### src/rtl/cop_mmio_pkg.sv
package cop_mmio_pkg;

    // Register selected by the low address nibble
    typedef enum logic [2:0] {
        SEL_NONE,
        SEL_TEST,
        SEL_CTRL,
        SEL_DADDR,
        SEL_DDATA,
        SEL_PORT,
        SEL_AUX,
        SEL_TGT
    } sel_e;

    // Configuration byte layout (field positions are software-visible)
    typedef struct packed {
        logic [1:0] int_wait;   // bits 7:6
        logic [1:0] ext_wait;   // bits 5:4
        logic       tmr_on;     // bit 3
        logic       ram_off;    // bit 2
        logic       ram_wr_en;  // bit 1
        logic       tmr_halt;   // bit 0
    } test_t;

    // Low-nibble offsets inside the window
    localparam logic [3:0] OFS_TEST  = 4'h0;
    localparam logic [3:0] OFS_CTRL  = 4'h1;
    localparam logic [3:0] OFS_DADDR = 4'h2;
    localparam logic [3:0] OFS_DDATA = 4'h3;
    localparam logic [3:0] OFS_PORT0 = 4'h4;
    localparam logic [3:0] OFS_AUX0  = 4'h8;
    localparam logic [3:0] OFS_TGT0  = 4'hA;

    // Control byte bit positions
    localparam int CTRL_CLR_LO = 4;
    localparam int CTRL_ROM    = 7;

endpackage

### src/rtl/cop_addr_decode.sv
module cop_addr_decode
    import cop_mmio_pkg::*;
#(
    parameter int unsigned    AW   = 16,
    parameter int unsigned    NPRT = 4,
    parameter int unsigned    NAUX = 2,
    parameter int unsigned    NTMR = 3,
    parameter logic [AW-1:0]  BASE = 16'h00F0
) (
    input  logic [AW-1:0] addr,
    output sel_e          sel,
    output logic [1:0]    idx,
    output logic          hit
);
    logic       in_rng;
    logic [3:0] lo;

    assign in_rng = (addr[AW-1:4] == BASE[AW-1:4]);
    assign lo     = addr[3:0];

    always_comb begin
        sel = SEL_NONE;
        idx = '0;
        if (in_rng) begin
            if (lo == OFS_TEST) begin
                sel = SEL_TEST;
            end else if (lo == OFS_CTRL) begin
                sel = SEL_CTRL;
            end else if (lo == OFS_DADDR) begin
                sel = SEL_DADDR;
            end else if (lo == OFS_DDATA) begin
                sel = SEL_DDATA;
            end else if (lo >= OFS_PORT0 && lo < OFS_PORT0 + 4'(NPRT)) begin
                sel = SEL_PORT;
                idx = 2'(lo - OFS_PORT0);
            end else if (lo >= OFS_AUX0 && lo < OFS_AUX0 + 4'(NAUX)) begin
                sel = SEL_AUX;
                idx = 2'(lo - OFS_AUX0);
            end else if (lo >= OFS_TGT0 && lo < OFS_TGT0 + 4'(NTMR)) begin
                sel = SEL_TGT;
                idx = 2'(lo - OFS_TGT0);
            end
        end
    end

    assign hit = (sel != SEL_NONE);

endmodule

### src/rtl/cop_ctrl_regs.sv
module cop_ctrl_regs
    import cop_mmio_pkg::*;
#(
    parameter int unsigned DW   = 8,
    parameter int unsigned NTMR = 3
) (
    input  logic            clk,
    input  logic            rst_n,
    input  logic            test_we,
    input  logic            ctrl_we,
    input  logic [DW-1:0]   wdata,
    output test_t           test_q,
    output logic [NTMR-1:0] tmr_en_q,
    output logic [NTMR-1:0] tmr_clr_q,
    output logic            rom_en_q,
    output logic [1:0]      clr_grp
);
    // R2 configuration byte, R4 timer enables and rise pulse, R5 ROM enable
    always_ff @(posedge clk) begin
        if (!rst_n) begin
            test_q    <= '0;
            tmr_en_q  <= '0;
            tmr_clr_q <= '0;
            rom_en_q  <= 1'b1;
        end else begin
            tmr_clr_q <= ctrl_we ? (wdata[NTMR-1:0] & ~tmr_en_q) : '0;
            if (test_we) begin
                test_q <= test_t'(wdata[7:0]);
            end
            if (ctrl_we) begin
                tmr_en_q <= wdata[NTMR-1:0];
                rom_en_q <= wdata[CTRL_ROM];
            end
        end
    end

    // R5 outbound clear groups: bit4 ports 0/1, bit5 ports 2/3
    assign clr_grp = ctrl_we ? wdata[CTRL_CLR_LO+1:CTRL_CLR_LO] : 2'b00;

endmodule

### src/rtl/cop_mailbox.sv
module cop_mailbox #(
    parameter int unsigned DW   = 8,
    parameter int unsigned NPRT = 4,
    localparam int unsigned IW  = (NPRT > 1) ? $clog2(NPRT) : 1
) (
    input  logic                     clk,
    input  logic                     rst_n,
    input  logic                     loc_we,
    input  logic [IW-1:0]            loc_idx,
    input  logic [DW-1:0]            loc_wdata,
    input  logic [1:0]               clr_grp,
    input  logic                     host_we,
    input  logic [IW-1:0]            host_idx,
    input  logic [DW-1:0]            host_wdata,
    output logic [NPRT-1:0][DW-1:0]  inbox_q,
    output logic [NPRT-1:0][DW-1:0]  outbox_q
);
    for (genvar p = 0; p < NPRT; p++) begin : g_port
        localparam int GRP = p / 2;

        // R8 inbound latch, written by the host
        always_ff @(posedge clk) begin
            if (!rst_n) begin
                inbox_q[p] <= '0;
            end else if (host_we && host_idx == IW'(p)) begin
                inbox_q[p] <= host_wdata;
            end
        end

        // R9 outbound latch, written locally; R5 group clear wins
        always_ff @(posedge clk) begin
            if (!rst_n) begin
                outbox_q[p] <= '0;
            end else if (clr_grp[GRP]) begin
                outbox_q[p] <= '0;
            end else if (loc_we && loc_idx == IW'(p)) begin
                outbox_q[p] <= loc_wdata;
            end
        end
    end

endmodule

### src/rtl/cop_mmio_regs.sv
module cop_mmio_regs
    import cop_mmio_pkg::*;
#(
    parameter int unsigned    AW     = 16,
    parameter int unsigned    DW     = 8,
    parameter int unsigned    NPRT   = 4,
    parameter int unsigned    NAUX   = 2,
    parameter int unsigned    NTMR   = 3,
    parameter int unsigned    DSP_AW = 7,
    parameter logic [AW-1:0]  BASE   = 16'h00F0,
    localparam int unsigned   IW     = (NPRT > 1) ? $clog2(NPRT) : 1,
    localparam int unsigned   XW     = (NAUX > 1) ? $clog2(NAUX) : 1
) (
    input  logic              clk,
    input  logic              rst_n,
    input  logic [AW-1:0]     loc_addr,
    input  logic [DW-1:0]     loc_wdata,
    input  logic              loc_wr,
    input  logic              loc_rd,
    input  logic              p_flag,
    output logic [DW-1:0]     loc_rdata,
    output logic              loc_hit,
    input  logic [IW-1:0]     host_idx,
    input  logic              host_wr,
    input  logic              host_rd,
    input  logic [DW-1:0]     host_wdata,
    output logic [DW-1:0]     host_rdata,
    output logic [DSP_AW-1:0] dsp_addr,
    output logic              dsp_rd,
    output logic              dsp_wr,
    output logic [DW-1:0]     dsp_wdata,
    input  logic [DW-1:0]     dsp_rdata,
    output logic              cfg_tmr_halt,
    output logic              cfg_ram_wr_en,
    output logic              cfg_ram_off,
    output logic              cfg_tmr_on,
    output logic [1:0]        cfg_ext_wait,
    output logic [1:0]        cfg_int_wait,
    output logic              boot_rom_en,
    output logic [NTMR-1:0]   tmr_en,
    output logic [NTMR-1:0]   tmr_clr,
    output logic [NTMR-1:0]   tgt_we
);
    sel_e                    sel;
    logic [1:0]              idx;
    test_t                   test_q;
    logic [1:0]              clr_grp;
    logic [DW-1:0]           dsp_addr_q;
    logic [NAUX-1:0][DW-1:0] aux_q;
    logic [NPRT-1:0][DW-1:0] inbox_q;
    logic [NPRT-1:0][DW-1:0] outbox_q;

    cop_addr_decode #(
        .AW(AW), .NPRT(NPRT), .NAUX(NAUX), .NTMR(NTMR), .BASE(BASE)
    ) u_dec (
        .addr (loc_addr),
        .sel  (sel),
        .idx  (idx),
        .hit  (loc_hit)
    );

    cop_ctrl_regs #(.DW(DW), .NTMR(NTMR)) u_ctrl (
        .clk       (clk),
        .rst_n     (rst_n),
        .test_we   (loc_wr && sel == SEL_TEST && !p_flag),
        .ctrl_we   (loc_wr && sel == SEL_CTRL),
        .wdata     (loc_wdata),
        .test_q    (test_q),
        .tmr_en_q  (tmr_en),
        .tmr_clr_q (tmr_clr),
        .rom_en_q  (boot_rom_en),
        .clr_grp   (clr_grp)
    );

    cop_mailbox #(.DW(DW), .NPRT(NPRT)) u_mbox (
        .clk        (clk),
        .rst_n      (rst_n),
        .loc_we     (loc_wr && sel == SEL_PORT),
        .loc_idx    (idx[IW-1:0]),
        .loc_wdata  (loc_wdata),
        .clr_grp    (clr_grp),
        .host_we    (host_wr),
        .host_idx   (host_idx),
        .host_wdata (host_wdata),
        .inbox_q    (inbox_q),
        .outbox_q   (outbox_q)
    );

    // R6 DSP address byte, R10 auxiliary bytes
    always_ff @(posedge clk) begin
        if (!rst_n) begin
            dsp_addr_q <= '0;
        end else if (loc_wr && sel == SEL_DADDR) begin
            dsp_addr_q <= loc_wdata;
        end
    end

    for (genvar a = 0; a < NAUX; a++) begin : g_aux
        always_ff @(posedge clk) begin
            if (!rst_n) begin
                aux_q[a] <= '0;
            end else if (loc_wr && sel == SEL_AUX && idx[XW-1:0] == XW'(a)) begin
                aux_q[a] <= loc_wdata;
            end
        end
    end

    // R12 target load strobes
    for (genvar t = 0; t < NTMR; t++) begin : g_tgt
        assign tgt_we[t] = loc_wr && sel == SEL_TGT && idx == 2'(t);
    end

    // R6/R7 DSP window with read-only upper mirror
    assign dsp_addr  = dsp_addr_q[DSP_AW-1:0];
    assign dsp_rd    = loc_rd && sel == SEL_DDATA;
    assign dsp_wr    = loc_wr && sel == SEL_DDATA && !dsp_addr_q[DW-1];
    assign dsp_wdata = loc_wdata;

    assign {cfg_int_wait, cfg_ext_wait, cfg_tmr_on,
            cfg_ram_off, cfg_ram_wr_en, cfg_tmr_halt} = test_q;

    // R9 host side sees only outbound latches
    assign host_rdata = host_rd ? outbox_q[host_idx] : '0;

    // R3/R8/R11 local read mux; write-only registers fall to zero
    always_comb begin
        loc_rdata = '0;
        if (loc_rd) begin
            unique case (sel)
                SEL_DADDR: loc_rdata = dsp_addr_q;
                SEL_DDATA: loc_rdata = dsp_rdata;
                SEL_PORT:  loc_rdata = inbox_q[idx[IW-1:0]];
                SEL_AUX:   loc_rdata = aux_q[idx[XW-1:0]];
                default:   loc_rdata = '0;
            endcase
        end
    end

endmodule

### config.mk
export PLATFORM = sky130hd
export DESIGN_NAME = cop_mmio_regs
export DESIGN_NICKNAME = d
export VERILOG_FILES = /design/src/rtl/cop_mmio_pkg.sv /design/src/rtl/cop_addr_decode.sv /design/src/rtl/cop_ctrl_regs.sv /design/src/rtl/cop_mailbox.sv /design/src/rtl/cop_mmio_regs.sv
export SDC_FILE = /design/constraint.sdc
export NUM_CORES = 1
export LEC_CHECK = 0
export ABC_CLOCK_PERIOD_IN_PS = 2250
export BUFFER_PORTS_ARGS = -buffer_cell sky130_fd_sc_hd__buf_4
export CAP_MARGIN = 20
export CORE_MARGIN = 2
export CORE_UTILIZATION = 45
export CTS_BUF_LIST = sky130_fd_sc_hd__clkbuf_8
export CTS_CLUSTER_SIZE = 8
export DETAILED_ROUTE_END_ITERATION = 7
export HOLD_SLACK_MARGIN = 0.06
export PLACE_DENSITY = 0.76
export SETUP_SLACK_MARGIN = 0.3
export SYNTH_ARGS = -nofsm -noshare
export SYNTH_HDL_FRONTEND = slang
export SYNTH_SLANG_ARGS = --single-unit
export TNS_END_PERCENT = 50
### constraint.sdc
create_clock -name clk -period 2.25 [get_ports clk]
set_clock_uncertainty 0.15 [all_clocks]
set_input_delay 0.1125 -clock clk [delete_from_list [all_inputs] [get_ports clk]]
set_output_delay 0.1125 -clock clk [all_outputs]
set_load 0.03 [all_outputs]
-- Word level (Yosys, flattened, before mapping)
Cells that the tools add are included.
- input port bits: 49
- latch bits: 0
- word-level logic and storage cells: 114
- memories: 0
- RAM bits: 0
- flip-flop bits (word level): 103
- bits in read-only memories: 0
- output and inout bits: 52
- shifts and indexed selects: 0
- multipliers: 0
- bitwise gates (word level): 4
- $add $sub $neg: 3
- muxes and demuxes: 26
- div/mod/pow operators: 0
- equal/unequal tests: 17
- reduce and logical (&&, ||, !) cells: 35
- order comparisons: 9
- operators with widths (operator ; count):
    2-to-1 mux 8 bit ; 6
    binary-select mux 8 bit (select 2 bit) ; 2
    case mux 8 bit (4 select lines) ; 1
    logical AND 1 bit ; 26
    2-to-1 mux 3 bit ; 8
    2-to-1 mux 2 bit ; 9
    equality test 12 x 4 -> 1 bit (second input constant) ; 1
    equality test 3 bit (second input constant) ; 4
    less-than comparator 4 bit (second input constant) ; 3
    equality test 2 bit (second input constant) ; 4
    equality test 4 x 2 -> 1 bit (second input constant) ; 2
    greater-or-equal comparator 4 bit (second input constant) ; 2
    equality test 3 x 2 -> 1 bit (second input constant) ; 2
    less-than comparator 2 x 3 -> 1 bit (second input constant) ; 2
    equality test 2 x 1 -> 1 bit (second input constant) ; 2
    equality test 4 x 1 -> 1 bit (second input constant) ; 1
    greater-or-equal comparator 4 x 3 -> 1 bit (second input constant) ; 1
    zero test 2 bit ; 2
    zero test 4 bit ; 1
    OR reduction 2 bit ; 2
    subtractor 2 x 1 -> 2 bit (second input constant) ; 2
    bitwise AND 3 bit ; 1
    equality test 3 x 1 -> 1 bit (second input constant) ; 1
    NOT 3 bit ; 1
    6 further kinds ; 8

-- Logic depth before layout (Yosys ltp)
- depth in word-level cells: 14
- gate-level depth with buffers: 8
- mapped depth without buffers: 5

-- Modules after synthesis
Synthesis repeated with hierarchy kept, for this count alone.
- cells, all modules: 537
- area total of the unflattened synthesis: 5417.7 µm²
- modules (own cells, without submodules) (module ; instances ; cells each ; area an instance (µm²)):
    cop_mailbox ; 1 ; 244 ; 2588.7
    cop_mmio_regs ; 1 ; 220 ; 2038.2
    cop_ctrl_regs ; 1 ; 48 ; 588.1
    cop_addr_decode ; 1 ; 25 ; 202.7

-- Worst setup path before layout
No wires, ideal clock.
- path type: input port to output port
- from: input loc_addr[3]
- to: output loc_rdata[3]
- buffers on the path: 2
- setup slack: 144 ps
- stages on the path: 7
- arrival time: 1843 ps
- cell sequence: buf_2 buf_2 nor3b_1 a22oi_1 nor2_1 a21oi_1 a31oi_1
- longest elaborated chain between the ends: 14
- elaborated cells on any way between the ends: 39
- classes of those cells: order compare: 6; eq/ne: 7; mux: 22; reduce/logical: 4
- RTL lines (what ; line ; text):
    from (decl) ; cop_mmio_regs.sv:16 ; input logic [AW-1:0] loc_addr,
    greater-or-equal comparator 4 bit / less-than comparator 4 bit (equally long branches) ; cop_addr_decode.sv:39 ; end else if (lo >= OFS_TGT0 && lo < OFS_TGT0 + 4'(NTMR)) begin
    logical AND 1 bit ; cop_addr_decode.sv:39 ;
    2-to-1 mux 2 bit ; cop_addr_decode.sv:39 ;
    2-to-1 mux 2 bit ; cop_addr_decode.sv:36 ; end else if (lo >= OFS_AUX0 && lo < OFS_AUX0 + 4'(NAUX)) begin
    2-to-1 mux 2 bit ; cop_addr_decode.sv:33 ; end else if (lo >= OFS_PORT0 && lo < OFS_PORT0 + 4'(NPRT)) begin
    2-to-1 mux 2 bit ; cop_addr_decode.sv:31 ; end else if (lo == OFS_DDATA) begin
    2-to-1 mux 2 bit ; cop_addr_decode.sv:29 ; end else if (lo == OFS_DADDR) begin
    2-to-1 mux 2 bit ; cop_addr_decode.sv:27 ; end else if (lo == OFS_CTRL) begin
    2-to-1 mux 2 bit ; cop_addr_decode.sv:25 ; if (lo == OFS_TEST) begin
    2-to-1 mux 2 bit ; cop_addr_decode.sv:24 ; if (in_rng) begin
    binary-select mux 8 bit (select 2 bit) / 2-to-1 mux 8 bit (equally long branches) ; cop_mmio_regs.sv:132, cop_mmio_regs.sv:133 ;
    2-to-1 mux 8 bit, on equally long branches ; cop_mmio_regs.sv:132, cop_mmio_regs.sv:133 ;
    case mux 8 bit (4 select lines) (*) ; cop_mmio_regs.sv:129 ; unique case (sel)
    2-to-1 mux 8 bit (*) ; cop_mmio_regs.sv:128 ; if (loc_rd) begin
    to (decl) ; cop_mmio_regs.sv:21 ; output logic [DW-1:0] loc_rdata,
Mark *: on every way between the ends. The rest lies on a longest branch, timed or not. The select of a mux whose other input is x is not followed.

-- Worst setup path in the final report
- from: input loc_addr[14]
- to: output loc_rdata[0]
- longest elaborated chain between the ends: 6
- elaborated cells on any way between the ends: 13
- classes of those cells: eq/ne: 5; mux: 8
- RTL lines (what ; line ; text):
    equality test 12 x 4 -> 1 bit (*) ; cop_addr_decode.sv:18 ; assign in_rng = (addr[AW-1:4] == BASE[AW-1:4]);
    2-to-1 mux 2 bit ; cop_addr_decode.sv:24 ;
    binary-select mux 8 bit (select 2 bit) / 2-to-1 mux 8 bit (equally long branches) ; cop_mmio_regs.sv:132, cop_mmio_regs.sv:133 ;
    2-to-1 mux 8 bit, on equally long branches ; cop_mmio_regs.sv:132, cop_mmio_regs.sv:133 ;
    case mux 8 bit (4 select lines) (*) ; cop_mmio_regs.sv:129 ;
    2-to-1 mux 8 bit (*) ; cop_mmio_regs.sv:128 ;
Marked as above.

==> run_results.csv <==
group,metric,value,unit
worst_hold_path,hp-class,"primary input to register",
worst_setup_path,path_common_cell,"buf_6",
grt,globalRoute.busiestLayer,"met2",
floorplan,pin_count,101,
pwr,p_clk_frac,0.343,
worst_setup_path,critPathArrivalTime,1.79,ns
pwr,powerDensity,522,mW/mm^2
route,wl,15100,microns
timing,min_period,2.05,ns
placed_design,io_buffer_count,100,
clock_network,clk_path_buf_depth,2,
clock_network,clock_latency,0.38,ns
final_layout,final_cell_area,0.00664,sq mm
synthesis,synth_edf_count,0,
timing,setup-tns-final,0,ns
pwr,internal_power,2.52,mW
floorplan,start_util,0.465,
worst_setup_path,critPathCaptureType,"output pin",
pwr,ir_drop,326,uV
route,via_per_inst,5.64,
timing,fin_crit_sh,0.910,
worst_setup_path,required,1.99,ns
grt,antenna_found_initial,0,
timing,final_hold_viol_count,0,
clock_network,cts_root_buf,"clkbuf_8",
pwr,seq_power_share,0.534,
job,drv_cap,0,
worst_setup_path,critical_path_buf_inv_count,3,
floorplan,dieWidth,110,microns
synthesis,synth_area_leaders,"dfxtp_1 (41%), mux2i_1 (10%), nand2_1 (8.1%)",
grt,grtUsageMet1,0.332,
timing,relSlewSlack,0.556,
floorplan,die_h,110,microns
timing,drv_slew,0,
pwr,swShare,0.273,
worst_setup_path,path_delay_family,"simple AND/OR/NAND/NOR gates",
pwr,p_sw,0.946,mW
placed_design,dpl.hpwl,10300,microns
clock_network,htree_levels,3,
pwr,leakage,2.52,nW
grt,grt_overflow,0,
route,drc,0,
synthesis,synth_top_cell_by_area,"dfxtp_1",
route,drt-initial-drc-count,304,
grt,grt_pass1_wl,23100,microns
worst_setup_path,crit_chain,"buf_6, or4_4, nor4_2, buf_4, o2bb2ai_4, a21oi_2, o22ai_4, buf_6",
grt,grt_use_total,0.253,
grt,grt_max_degree,37,
worst_setup_path,cp_max_fo,6,
grt,grt_pass1_vias,4333,
status,status,"finished, final reports clean",
timing,setup_viol_count_final,0,
grt,gr-usage-met2,0.404,
synthesis,ys.flop_type,"dfxtp_1",
timing,rsz0062_at_grt,"true",
clock_network,cts_tree,"yes",
final_layout,area_growth,31.1,%
placed_design,gp_congestion,0.955,
floorplan,core,0.0109,sq mm
synthesis,yosysWarningCount,0,
synthesis,synth_cell_type_count,55,
clock_network,clk_pin_slew,0.10,ns
clock_network,cts-buffers-inserted,9,
synthesis,avgSynthCellArea,8.86,sq um
worst_setup_path,cpPeakStageDelay,0.55,ns
route,routedWlPerCell,18.4,microns
clock_network,clock-sinks,103,
route,drt_pass1_iterations,6,
synthesis,syn_area,0.00506,sq mm
timing,tightest_slew,0.662,ns
synthesis,ys_async_sr_fraction,0,
placed_design,post_dp_cell_area,0.00609,sq mm
synthesis,synthCells,571,
synthesis,syn_nets,620,
synthesis,ys_seq_elements,103,
worst_setup_path,slowest_stage,"or4_4",
floorplan,std_cell_rows,38,
worst_setup_path,crit_path_start_kind,"primary input",
final_layout,nets,725,
synthesis,synth_top_area_share,0.407,
final_layout,drive_gt1_frac,0.288,
floorplan,dieArea,0.0121,sq mm
worst_setup_path,worstSetupPathType,"primary input to output pin",
grt,grt_use_met3,0.0494,
route,vias,4628,
route,ant_nets,0,
final_layout,antenna_cells,0,
pwr,pwr-share-comb,0.123,
synthesis,ys_seq_area_frac,0.407,
timing,fmax,0.488,GHz
==> cell usage in the layout (no fill, tap or decap), types with 5 or more instances in the layout <==
cell type | netlist | final
a21boi_0 | 11 | 11
a21boi_1 | 14 | 14
a21oi_1 | 35 | 30
a22oi_1 | 7 | 7
a31oi_4 | 0 | 5
and2_1 | 9 | 9
buf_4 | 16 | 118
buf_6 | 1 | 10
clkbuf_8 | 0 | 11
dfxtp_1 | 103 | 102
dlygate4sd3_1 | 0 | 17
mux2i_1 | 51 | 51
mux4_2 | 8 | 8
nand2_1 | 109 | 109
nand2b_1 | 5 | 5
nor2_1 | 24 | 24
nor2b_1 | 46 | 46
nor3b_1 | 7 | 6
==> final timing paths <==
check        cells after the start  slack [ns]               from                  to
max                              8        0.20       loc_addr[14]        loc_rdata[0]
min                              4        0.09             loc_wr  u_ctrl.tmr_en_q[0]
max reg2reg                      4        1.34  u_mbox.inbox_q[6]   u_mbox.inbox_q[6]
min reg2reg                      2        0.31          aux_q[11]           aux_q[11]
==> registers in the layout, summed over array words and instances, names as in the netlist <==
signal            cells
u_mbox.inbox_q       32
u_mbox.outbox_q      32
aux_q                16
dsp_addr_q            8
u_ctrl.test_q         8
u_ctrl.tmr_clr_q      3
u_ctrl.tmr_en_q       3
u_ctrl.rom_en_q       1
==> area by class of cell <==
| class | count | area, sq um |
|---|---|---|
| Clock buffer | 11 | 151 |
| Clock inverter | 5 | 52.6 |
| Fill cell | 902 | 4250 |
| Inverter | 4 | 15.0 |
| Multi-Input combinational cell | 409 | 2930 |
| Sequential cell | 103 | 2060 |
| Tap cell | 140 | 175 |
| Timing Repair Buffer | 149 | 1250 |
==> power by group through the flow <==
stage               Combinational, mW  Clock (mW)  Sequential [mW]
global placement                0.380           0             1.89
global route                    0.451        1.26             1.85
detailed placement              0.387           0             1.89
CTS                             0.418        1.20             1.85
floorplan                       0.223           0             1.89
finish                          0.425        1.19             1.85
==> worst min-delay path: cells and delay by family <==
family / cells / cell delay [ns]
muxes: 1 / 0.09
buffers and inverters: 1 / 0.15
and+or+nand+nor: 2 / 0.24
==> cells by family after synthesis <==
kind of cell / synth area share
DFF: 0.407
buffers and inverters: 0.0583
and+or+nand+nor: 0.250
xor gates and xnor gates: 0.00519
AOI/OAI and AO/OA: 0.140
muxes: 0.139
==> routing by layer <==
metal  routed length [microns]  share of wire  vias up
met4                       445          0.030        0
met5                         0              0        -
met2                      7180           0.48      199
li1                          -              -     2176
met3                      1060          0.070       29
met1                      6400           0.42     2224
==> through the flow <==
step                       util  power, mW  worst slack (ns)  std cells  hold WS [ns]
after floorplan               -       2.11             0.280        571         0.122
after global placement    0.560       2.27            0.0825        786         0.246
after detailed placement  0.560       2.28            0.0120        786         0.253
after CTS                 0.605       3.47             0.209        821        0.0813
after global routing      0.610       3.57             0.163        821         0.107
final                     0.610       3.47             0.202        821        0.0935
==> cells in the mapped netlist (all sizes together) (7+ instances only) <==
library cell / n
mux2i: 51
and2: 9
nor2: 25
a21oi: 35
a21boi: 25
nand2: 109
dfxtp: 103
clkbuf: 31
a22oi: 7
nor3: 9
nor2b: 46
mux4: 8
nor3b: 7
buf: 24
==> timing repair <==
item                                    4_1_cts  5_1_grt
hold buffers                                 17        0
endpoints found under the hold margin       103        0
gates resized for setup                      19       10
pin swaps                                     6        1
buffers inserted                              2        0
cloned                                        0        0
endpoints found under the setup margin        8       44
(Power assumes the default switching activity.)
